`src/rtl/hbus_pkg.sv`:
```
`timescale 1ns/1ps
// Shared types and helpers for the HyperBus controller core.
// Assumes a 16-bit word and a 48-bit command/address word.
package hbus_pkg;
    localparam int unsigned HB_WORD_W   = 16;
    localparam int unsigned HB_CA_W     = 48;
    localparam int unsigned HB_CA_BEATS = HB_CA_W / HB_WORD_W;

    typedef enum logic [2:0] {
        ST_IDLE,
        ST_CA,
        ST_LAT,
        ST_WR,
        ST_RD,
        ST_GAP
    } hb_state_e;

    // Pack the command/address word; register writes force linear burst.
    function automatic logic [HB_CA_W-1:0] hb_build_ca(
        input logic        wr,
        input logic        regsp,
        input logic        linear,
        input logic [31:0] addr
    );
        logic [HB_CA_W-1:0] ca;
        ca        = '0;
        ca[47]    = wr;
        ca[46]    = regsp;
        ca[45]    = linear | (wr & regsp);
        ca[44:16] = addr[31:3];
        ca[2:0]   = addr[2:0];
        return ca;
    endfunction
endpackage

```
`src/rtl/hbus_ca_pack.sv`:
```
`timescale 1ns/1ps
// Command/address serialiser. Builds the 48-bit word when a command is
// taken and presents it 16 bits per cycle, most significant part first.
// Assumes ADDR_W <= 32 and that step is high only during the CA phase.
module hbus_ca_pack
    import hbus_pkg::*;
#(
    parameter int unsigned ADDR_W = 32
) (
    input  logic                 clk,
    input  logic                 rst_n,
    input  logic                 load,
    input  logic                 step,
    input  logic                 wr,
    input  logic                 regsp,
    input  logic                 linear,
    input  logic [ADDR_W-1:0]    addr,
    output logic [HB_WORD_W-1:0] beat_o,
    output logic                 last_beat_o
);
    localparam int unsigned BW = $clog2(HB_CA_BEATS);

    logic [HB_CA_W-1:0] sr_q;
    logic [BW-1:0]      beat_q;
    logic [31:0]        addr32;

    assign addr32 = 32'(addr);

    // Load the word on acceptance, shift one beat per CA cycle.
    always_ff @(posedge clk) begin
        if (!rst_n) begin
            sr_q   <= '0;
            beat_q <= '0;
        end else if (load) begin
            sr_q   <= hb_build_ca(wr, regsp, linear, addr32);
            beat_q <= '0;
        end else if (step) begin
            sr_q   <= {sr_q[HB_CA_W-HB_WORD_W-1:0], {HB_WORD_W{1'b0}}};
            beat_q <= beat_q + 1'b1;
        end
    end

    assign beat_o      = sr_q[HB_CA_W-1 -: HB_WORD_W];
    assign last_beat_o = (beat_q == BW'(HB_CA_BEATS - 1));
endmodule

```
`src/rtl/hbus_down_cnt.sv`:
```
`timescale 1ns/1ps
// Loadable down-counter used for the access latency and the idle gap.
// done_o is high while the count is zero. Assumes load_val <= MAXV.
module hbus_down_cnt #(
    parameter int unsigned MAXV = 8
) (
    input  logic                            clk,
    input  logic                            rst_n,
    input  logic                            load,
    input  logic [$clog2(MAXV+1)-1:0]       load_val,
    output logic                            done_o
);
    localparam int unsigned CW = $clog2(MAXV + 1);

    logic [CW-1:0] cnt_q;

    // Load on request, otherwise count down to zero and hold.
    always_ff @(posedge clk) begin
        if (!rst_n)
            cnt_q <= '0;
        else if (load)
            cnt_q <= load_val;
        else if (cnt_q != '0)
            cnt_q <= cnt_q - 1'b1;
    end

    assign done_o = (cnt_q == '0);


    cnt_run_chk: assert property (@(posedge clk) disable iff (!rst_n)
        (!load && !done_o) |=> (cnt_q == $past(cnt_q) - 1'b1));
endmodule

```
`src/rtl/hbus_rd_capture.sv`:
```
`timescale 1ns/1ps
// Read-word capture. A full RWDS strobe (high on the rising edge, low on
// the falling edge) marks one word: rising byte high, falling byte low.
// The word is offered for one cycle; kill drops words after the last one.
module hbus_rd_capture
    import hbus_pkg::*;
(
    input  logic                 clk,
    input  logic                 rst_n,
    input  logic                 en,
    input  logic                 kill,
    input  logic [1:0]           rwds_i,
    input  logic [HB_WORD_W-1:0] dq_i,
    output logic                 valid_o,
    output logic [HB_WORD_W-1:0] data_o
);
    localparam int unsigned BYTE_W = HB_WORD_W / 2;

    logic strobe;

    assign strobe = (rwds_i == 2'b10);

    // Register the assembled word and its one-cycle valid flag.
    always_ff @(posedge clk) begin
        if (!rst_n) begin
            valid_o <= 1'b0;
            data_o  <= '0;
        end else begin
            valid_o <= en && strobe && !kill;
            if (strobe)
                data_o <= {dq_i[HB_WORD_W-1 -: BYTE_W], dq_i[BYTE_W-1:0]};
        end
    end


    cap_src_chk: assert property (@(posedge clk) disable iff (!rst_n)
        valid_o |-> ($past(rwds_i) == 2'b10));
endmodule

```
`src/rtl/hbus_ctrl.sv`:
```
`timescale 1ns/1ps
// HyperBus controller core. Takes one command at a time, drives the
// command/address phase, waits the access latency (doubled when the
// device flags it on RWDS during CA), then streams write or read words
// until the client ends the burst. Chip select then idles high for
// IDLE_CYC cycles. Assumes LATENCY >= 1, IDLE_CYC >= 1, ADDR_W <= 32,
// write words held stable until consumed, and rdata_last only with valid.
module hbus_ctrl
    import hbus_pkg::*;
#(
    parameter int unsigned ADDR_W   = 32,
    parameter int unsigned LATENCY  = 6,
    parameter int unsigned IDLE_CYC = 3
) (
    input  logic                 clk,
    input  logic                 rst_n,
    input  logic                 cmd_valid,
    output logic                 cmd_ready,
    input  logic                 cmd_write,
    input  logic                 cmd_regspace,
    input  logic                 cmd_linear,
    input  logic [ADDR_W-1:0]    cmd_addr,
    input  logic [HB_WORD_W-1:0] wdata_data,
    input  logic [1:0]           wdata_be,
    input  logic                 wdata_last,
    output logic                 wdata_ready,
    output logic [HB_WORD_W-1:0] rdata_data,
    output logic                 rdata_valid,
    input  logic                 rdata_last,
    output logic                 hb_cs_n,
    output logic [HB_WORD_W-1:0] hb_dq_o,
    output logic                 hb_dq_oe,
    input  logic [HB_WORD_W-1:0] hb_dq_i,
    output logic [1:0]           hb_rwds_o,
    output logic                 hb_rwds_oe,
    input  logic [1:0]           hb_rwds_i
);
    localparam int unsigned LAT_MAX = 2 * LATENCY;
    localparam int unsigned LAT_CW  = $clog2(LAT_MAX + 1);
    localparam int unsigned GAP_CW  = $clog2(IDLE_CYC + 1);
    localparam logic [LAT_CW-1:0] LAT_SHORT = LAT_CW'(LATENCY - 1);
    localparam logic [LAT_CW-1:0] LAT_LONG  = LAT_CW'(LAT_MAX - 1);
    localparam logic [GAP_CW-1:0] GAP_VAL   = GAP_CW'(IDLE_CYC - 1);

    hb_state_e             state_q, state_d;
    logic                  wr_q, reg_q, dbl_q;
    logic                  accept, ca_last, lat_done, gap_done;
    logic                  lat_load, gap_load, wr_end, rd_end;
    logic                  reg_write;
    logic [HB_WORD_W-1:0]  ca_beat;
    logic [LAT_CW-1:0]     lat_val;

    assign cmd_ready = (state_q == ST_IDLE);
    assign accept    = cmd_valid && cmd_ready;
    assign reg_write = wr_q && reg_q;
    assign wr_end    = (state_q == ST_WR) && wdata_last;
    assign rd_end    = (state_q == ST_RD) && rdata_valid && rdata_last;
    assign lat_val   = (dbl_q || hb_rwds_i[1]) ? LAT_LONG : LAT_SHORT;
    assign lat_load  = (state_q == ST_CA) && ca_last && !reg_write;
    assign gap_load  = wr_end || rd_end;

    // Keep the accepted direction/space and the doubled-latency flag.
    always_ff @(posedge clk) begin
        if (!rst_n) begin
            wr_q  <= 1'b0;
            reg_q <= 1'b0;
            dbl_q <= 1'b0;
        end else if (accept) begin
            wr_q  <= cmd_write;
            reg_q <= cmd_regspace;
            dbl_q <= 1'b0;
        end else if ((state_q == ST_CA) && hb_rwds_i[1]) begin
            dbl_q <= 1'b1;
        end
    end

    // Choose the next phase of the transfer.
    always_comb begin
        state_d = state_q;
        case (state_q)
            ST_IDLE: if (accept)   state_d = ST_CA;
            ST_CA:   if (ca_last)  state_d = reg_write ? ST_WR : ST_LAT;
            ST_LAT:  if (lat_done) state_d = wr_q ? ST_WR : ST_RD;
            ST_WR:   if (wr_end)   state_d = ST_GAP;
            ST_RD:   if (rd_end)   state_d = ST_GAP;
            ST_GAP:  if (gap_done) state_d = ST_IDLE;
            default:               state_d = ST_IDLE;
        endcase
    end

    // Advance the phase register.
    always_ff @(posedge clk) begin
        if (!rst_n) state_q <= ST_IDLE;
        else        state_q <= state_d;
    end

    hbus_ca_pack #(.ADDR_W(ADDR_W)) ca_pack_i (
        .clk         (clk),
        .rst_n       (rst_n),
        .load        (accept),
        .step        (state_q == ST_CA),
        .wr          (cmd_write),
        .regsp       (cmd_regspace),
        .linear      (cmd_linear),
        .addr        (cmd_addr),
        .beat_o      (ca_beat),
        .last_beat_o (ca_last)
    );

    hbus_down_cnt #(.MAXV(LAT_MAX)) lat_cnt_i (
        .clk      (clk),
        .rst_n    (rst_n),
        .load     (lat_load),
        .load_val (lat_val),
        .done_o   (lat_done)
    );

    hbus_down_cnt #(.MAXV(IDLE_CYC)) gap_cnt_i (
        .clk      (clk),
        .rst_n    (rst_n),
        .load     (gap_load),
        .load_val (GAP_VAL),
        .done_o   (gap_done)
    );

    hbus_rd_capture rd_cap_i (
        .clk     (clk),
        .rst_n   (rst_n),
        .en      (state_q == ST_RD),
        .kill    (rdata_valid && rdata_last),
        .rwds_i  (hb_rwds_i),
        .dq_i    (hb_dq_i),
        .valid_o (rdata_valid),
        .data_o  (rdata_data)
    );

    // Drive the bus pins from the current phase.
    always_comb begin
        hb_cs_n     = !((state_q == ST_CA) || (state_q == ST_LAT) ||
                        (state_q == ST_WR) || (state_q == ST_RD));
        hb_dq_oe    = (state_q == ST_CA) || (state_q == ST_WR);
        wdata_ready = (state_q == ST_WR);
        hb_rwds_oe  = (state_q == ST_WR) && !reg_q;
        hb_dq_o     = '0;
        if (state_q == ST_CA)      hb_dq_o = ca_beat;
        else if (state_q == ST_WR) hb_dq_o = wdata_data;
        hb_rwds_o   = hb_rwds_oe ? ~wdata_be : 2'b00;
    end


    accept_drop_chk: assert property (@(posedge clk) disable iff (!rst_n)
        (cmd_valid && cmd_ready) |=> !cmd_ready);


    dq_sel_chk: assert property (@(posedge clk) disable iff (!rst_n)
        hb_dq_oe |-> !hb_cs_n);


    wr_end_chk: assert property (@(posedge clk) disable iff (!rst_n)
        (wdata_ready && wdata_last) |=> (!wdata_ready && hb_cs_n));


    rd_stop_chk: assert property (@(posedge clk) disable iff (!rst_n)
        (rdata_valid && rdata_last) |=> !rdata_valid);


    cs_gap_chk: assert property (@(posedge clk) disable iff (!rst_n)
        $rose(hb_cs_n) |=> (hb_cs_n && !cmd_ready));
endmodule

```
`config.mk`:
```
export PLATFORM = sky130hd
export DESIGN_NAME = hbus_ctrl
export DESIGN_NICKNAME = d
export VERILOG_FILES = /design/src/rtl/hbus_pkg.sv /design/src/rtl/hbus_ca_pack.sv /design/src/rtl/hbus_down_cnt.sv /design/src/rtl/hbus_rd_capture.sv /design/src/rtl/hbus_ctrl.sv
export SDC_FILE = /design/constraint.sdc
export NUM_CORES = 1
export LEC_CHECK = 0
export BUFFER_PORTS_ARGS = -buffer_cell sky130_fd_sc_hd__buf_2
export CORE_MARGIN = 1.5
export CORE_UTILIZATION = 52
export DETAILED_ROUTE_END_ITERATION = 12
export GPL_TIMING_DRIVEN = 0
export PLACE_DENSITY = 0.81
export SYNTH_ARGS = -nofsm -noshare
export SYNTH_HDL_FRONTEND = slang
export SYNTH_SLANG_ARGS = --single-unit
```
`constraint.sdc`:
```
create_clock -name clk -period 2.1 [get_ports clk]
set_input_delay 0.21 -clock clk [delete_from_list [all_inputs] [get_ports clk]]
set_output_delay 0.21 -clock clk [all_outputs]
set_load 0.02 [all_outputs]
```
==> flow_summary.ini <==
[timing]
finClkSkew_ns = 0.00721
finalSetupViolations = 0
fmax_ghz = 0.537
max_slew_margin = 0.654
fin_setup_tns_ns = 0
period_share = 0.886
drv_slew = 0
period_needed_ns = 1.86
rsz0062_at_grt = false
finalHoldViolCount = 0
tightest_slew_ns = 0.518

[cells_and_area]
nFillCells = 483
syn_to_final_growth_pct = 29.9
multi_input_area_um2 = 1480
regArea_um2 = 1320
drive_gt1_frac = 0.305
fin_cells = 587
antenna_cells = 0
utilization = 0.705
fin_nets = 588

[routing]
wirelength_um = 8000
vias_per_cell = 5.32
drc = 0
drtIter0Drc = 198
drt-pass1-iter-count = 4
ant_nets = 0
vias = 3120
wl_per_cell_um = 13.6

[synthesis]
synth_cell_types = 38
synthArstFlopShare = 0
yosysTopAreaCellShare = 0.437
netlist_top_cells_area = dfxtp_1 44%, a21oi_1 13%, nand2_1 10%, mux2i_1 5.6%, o21ai_0 3.6%
synthMuxAreaShare = 0.0562
synth-simple-area-share = 0.219
synth.cell_area_um2 = 3030
ys.flop_type = dfxtp_1
synth-edff-count = 0
synth_fa_ha_area_frac = 0.00827
synth_xor_area_frac = 0.00579
synth_top_area_cell = dfxtp_1
synth-seq-cells = 66
yosysSeqAreaShare = 0.437
yosys_warnings = 0
syn-num-nets = 464
synth-compound-area-share = 0.199
synth_area_per_cell_um2 = 7.84
synth_top_family_by_area = simple AND/OR/NAND/NOR gates
netlist_instances = 386

[job]
cap_violations = 0

[clock_network]
cts_buffers = 9
cts_resized = 0
cts_setup_buffers = 0
cts_root_buf = clkbuf_8
clk_pin_slew_worst_paths_ns = 0.07
cts_tree = yes
clock_latency_ns = 0.34
clock_path_buffers = 2
cts_hold_buf = 0
cts_sinks = 66
cts-htree-levels = 3

[die]
initial_core_util = 0.543
pin_count = 116
core_area_um2 = 5570
die-area_um2 = 6290
die_w_um = 79.3
die_h_um = 79.3
rows = 27

[hold_path]
min-delay-start = hb_dq_i[1]
hp-class = input pin to flip-flop
hold_path_end = rd_cap_i.data_o[1]$_SDFFE_PN0N_
hold-path-cell-count = 3

[pwr]
irDropWorstVdd_v = 0.000800
p_per_area_nw_per_um2 = 1360
p_leak_nw = 1.75

[place]
io_buffers = 115
routabilityCongestion = 0.793
dp.cells = 573
hpwl_um = 5860

[critical_path]
arrival_ns = 1.65
worstReg2RegStart = state_q[0]$_SDFFE_PN0P_
required_ns = 1.89
worstSetupPathType = flip-flop to output port
r2r_end = ca_pack_i.sr_q[18]$_SDFFE_PN0P_
critPathCaptureType = output port
crit_path_start_kind = flip-flop
r2r_slack_ns = 0.52
path_max_fanout = 19
r2r_cells = 7

[grt]
grt_pass1_wl_um = 13000
antenna_found_initial = 0
track_usage = 0.269
grt_max_degree = 12
grt_pass1_vias = 2951
grt_overflow_total = 0

[outcome]
run_status = complete, no violations
==> critical path, cell delays in order, from the launching register on <==
cell and delay, ns:
dfxtp_1 0.40, buf_4 0.21, buf_6 0.25, mux2i_1 0.22, nor2_1 0.05, buf_2 0.17
==> worst max path at each step <==
stage	from	to	slack, ns	depth (start not counted)
2_1_floorplan	state_q[1]$_SDFFE_PN0P_	hb_dq_o[10]	0.63	5
3_3_place_gp	state_q[0]$_SDFFE_PN0P_	hb_dq_o[13]	0.43	6
3_5_place_dp	state_q[0]$_SDFFE_PN0P_	hb_dq_o[13]	0.43	6
4_1_cts	state_q[0]$_SDFFE_PN0P_	hb_dq_o[13]	0.05	6
5_1_grt	state_q[1]$_SDFFE_PN0P_	hb_dq_o[6]	0.10	5
6_report	state_q[1]$_SDFFE_PN0P_	hb_dq_o[6]	0.24	5
==> flip-flops by register name, summed over array words and instances (netlist names) <==
signal,count
reg_q,1
rd_cap_i.valid_o,1
rd_cap_i.data_o,16
gap_cnt_i.cnt_q,2
lat_cnt_i.cnt_q,4
state_q,3
ca_pack_i.sr_q,35
wr_q,1
ca_pack_i.beat_q,2
dbl_q,1
==> report_power, final <==
part / leakage (nW) / internal, mW / total, mW / switching, mW
sequential: 0.542 / 1.55 / 1.73 / 0.181
combinational: 1.08 / 0.897 / 2.28 / 1.39
clock: 0.129 / 0.849 / 1.33 / 0.479
total: 1.75 / 3.29 / 5.34 / 2.05
==> cells in the mapped netlist (5+ instances only) <==
cell type,count
inv_1,6
nand2b_1,6
o21ai_0,22
buf_2,11
mux2i_1,17
buf_4,5
dfxtp_1,66
clkbuf_1,8
nor3_1,6
nand3_1,18
a21oi_1,79
nand2_1,84
nor2_1,22
==> cell families (layout without fill, tap and decap cells) <==
logic type	Yosys count	after routing
buffers and inverters	37	166
multiplexers	17	17
AO/OA/AOI/OAI	113	113
AND/OR/NAND/NOR	149	149
adder cells (fa/ha/maj)	2	2
flip-flops	66	66
XOR/XNOR	2	2
==> metal layers <==
metal | track usage | part of all wire | vias to the layer above
li1 | - | - | 1561
met1 | 0.333 | 0.43 | 1413
met2 | 0.438 | 0.48 | 134
met3 | 0.0759 | 0.080 | 12
met4 | 0.114 | 0.014 | 0
met5 | 0 | 0 | -
==> cells in the final DEF (no fill, tap or decap), types with 3 or more instances in the layout <==
| master | instances |
|---|---|
| buf_2 | 126 |
| nand2_1 | 84 |
| a21oi_1 | 79 |
| dfxtp_1 | 66 |
| nor2_1 | 22 |
| o21ai_0 | 22 |
| nand3_1 | 18 |
| mux2i_1 | 17 |
| clkbuf_8 | 11 |
| clkbuf_1 | 7 |
| inv_1 | 6 |
| nand2b_1 | 6 |
| nor3_1 | 6 |
| buf_4 | 4 |
| buf_6 | 3 |
| buf_8 | 3 |
| o22ai_1 | 3 |
| nor2b_1 | 3 |
| bufinv_16 | 3 |
==> metrics by stage <==
| step | hold WS, ns | power, mW | area [um2] | setup WS [ns] |
|---|---|---|---|---|
| global placement | 0.422 | 3.96 | 3690 | 0.435 |
| global route | 0.0927 | 5.70 | 3930 | 0.100 |
| finish | 0.100 | 5.34 | 3930 | 0.239 |
| floorplan | 0.346 | 3.42 | 3030 | 0.626 |
| CTS | 0.0885 | 5.37 | 3940 | 0.0485 |
| detailed placement | 0.432 | 4.03 | 3690 | 0.429 |
==> cell type report <==
cell class / count / share of cell area
clock inverter: 5 / 0.0255
timing repair buffer: 115 / 0.146
buffer: 29 / 0.0493
multi-input combinational: 283 / 0.376
tap: 72 / 0.0229
sequential: 66 / 0.336
inverter: 6 / 0.00573
clock buffer: 11 / 0.0385
Note: power is estimated with default switching activity, not from simulation.
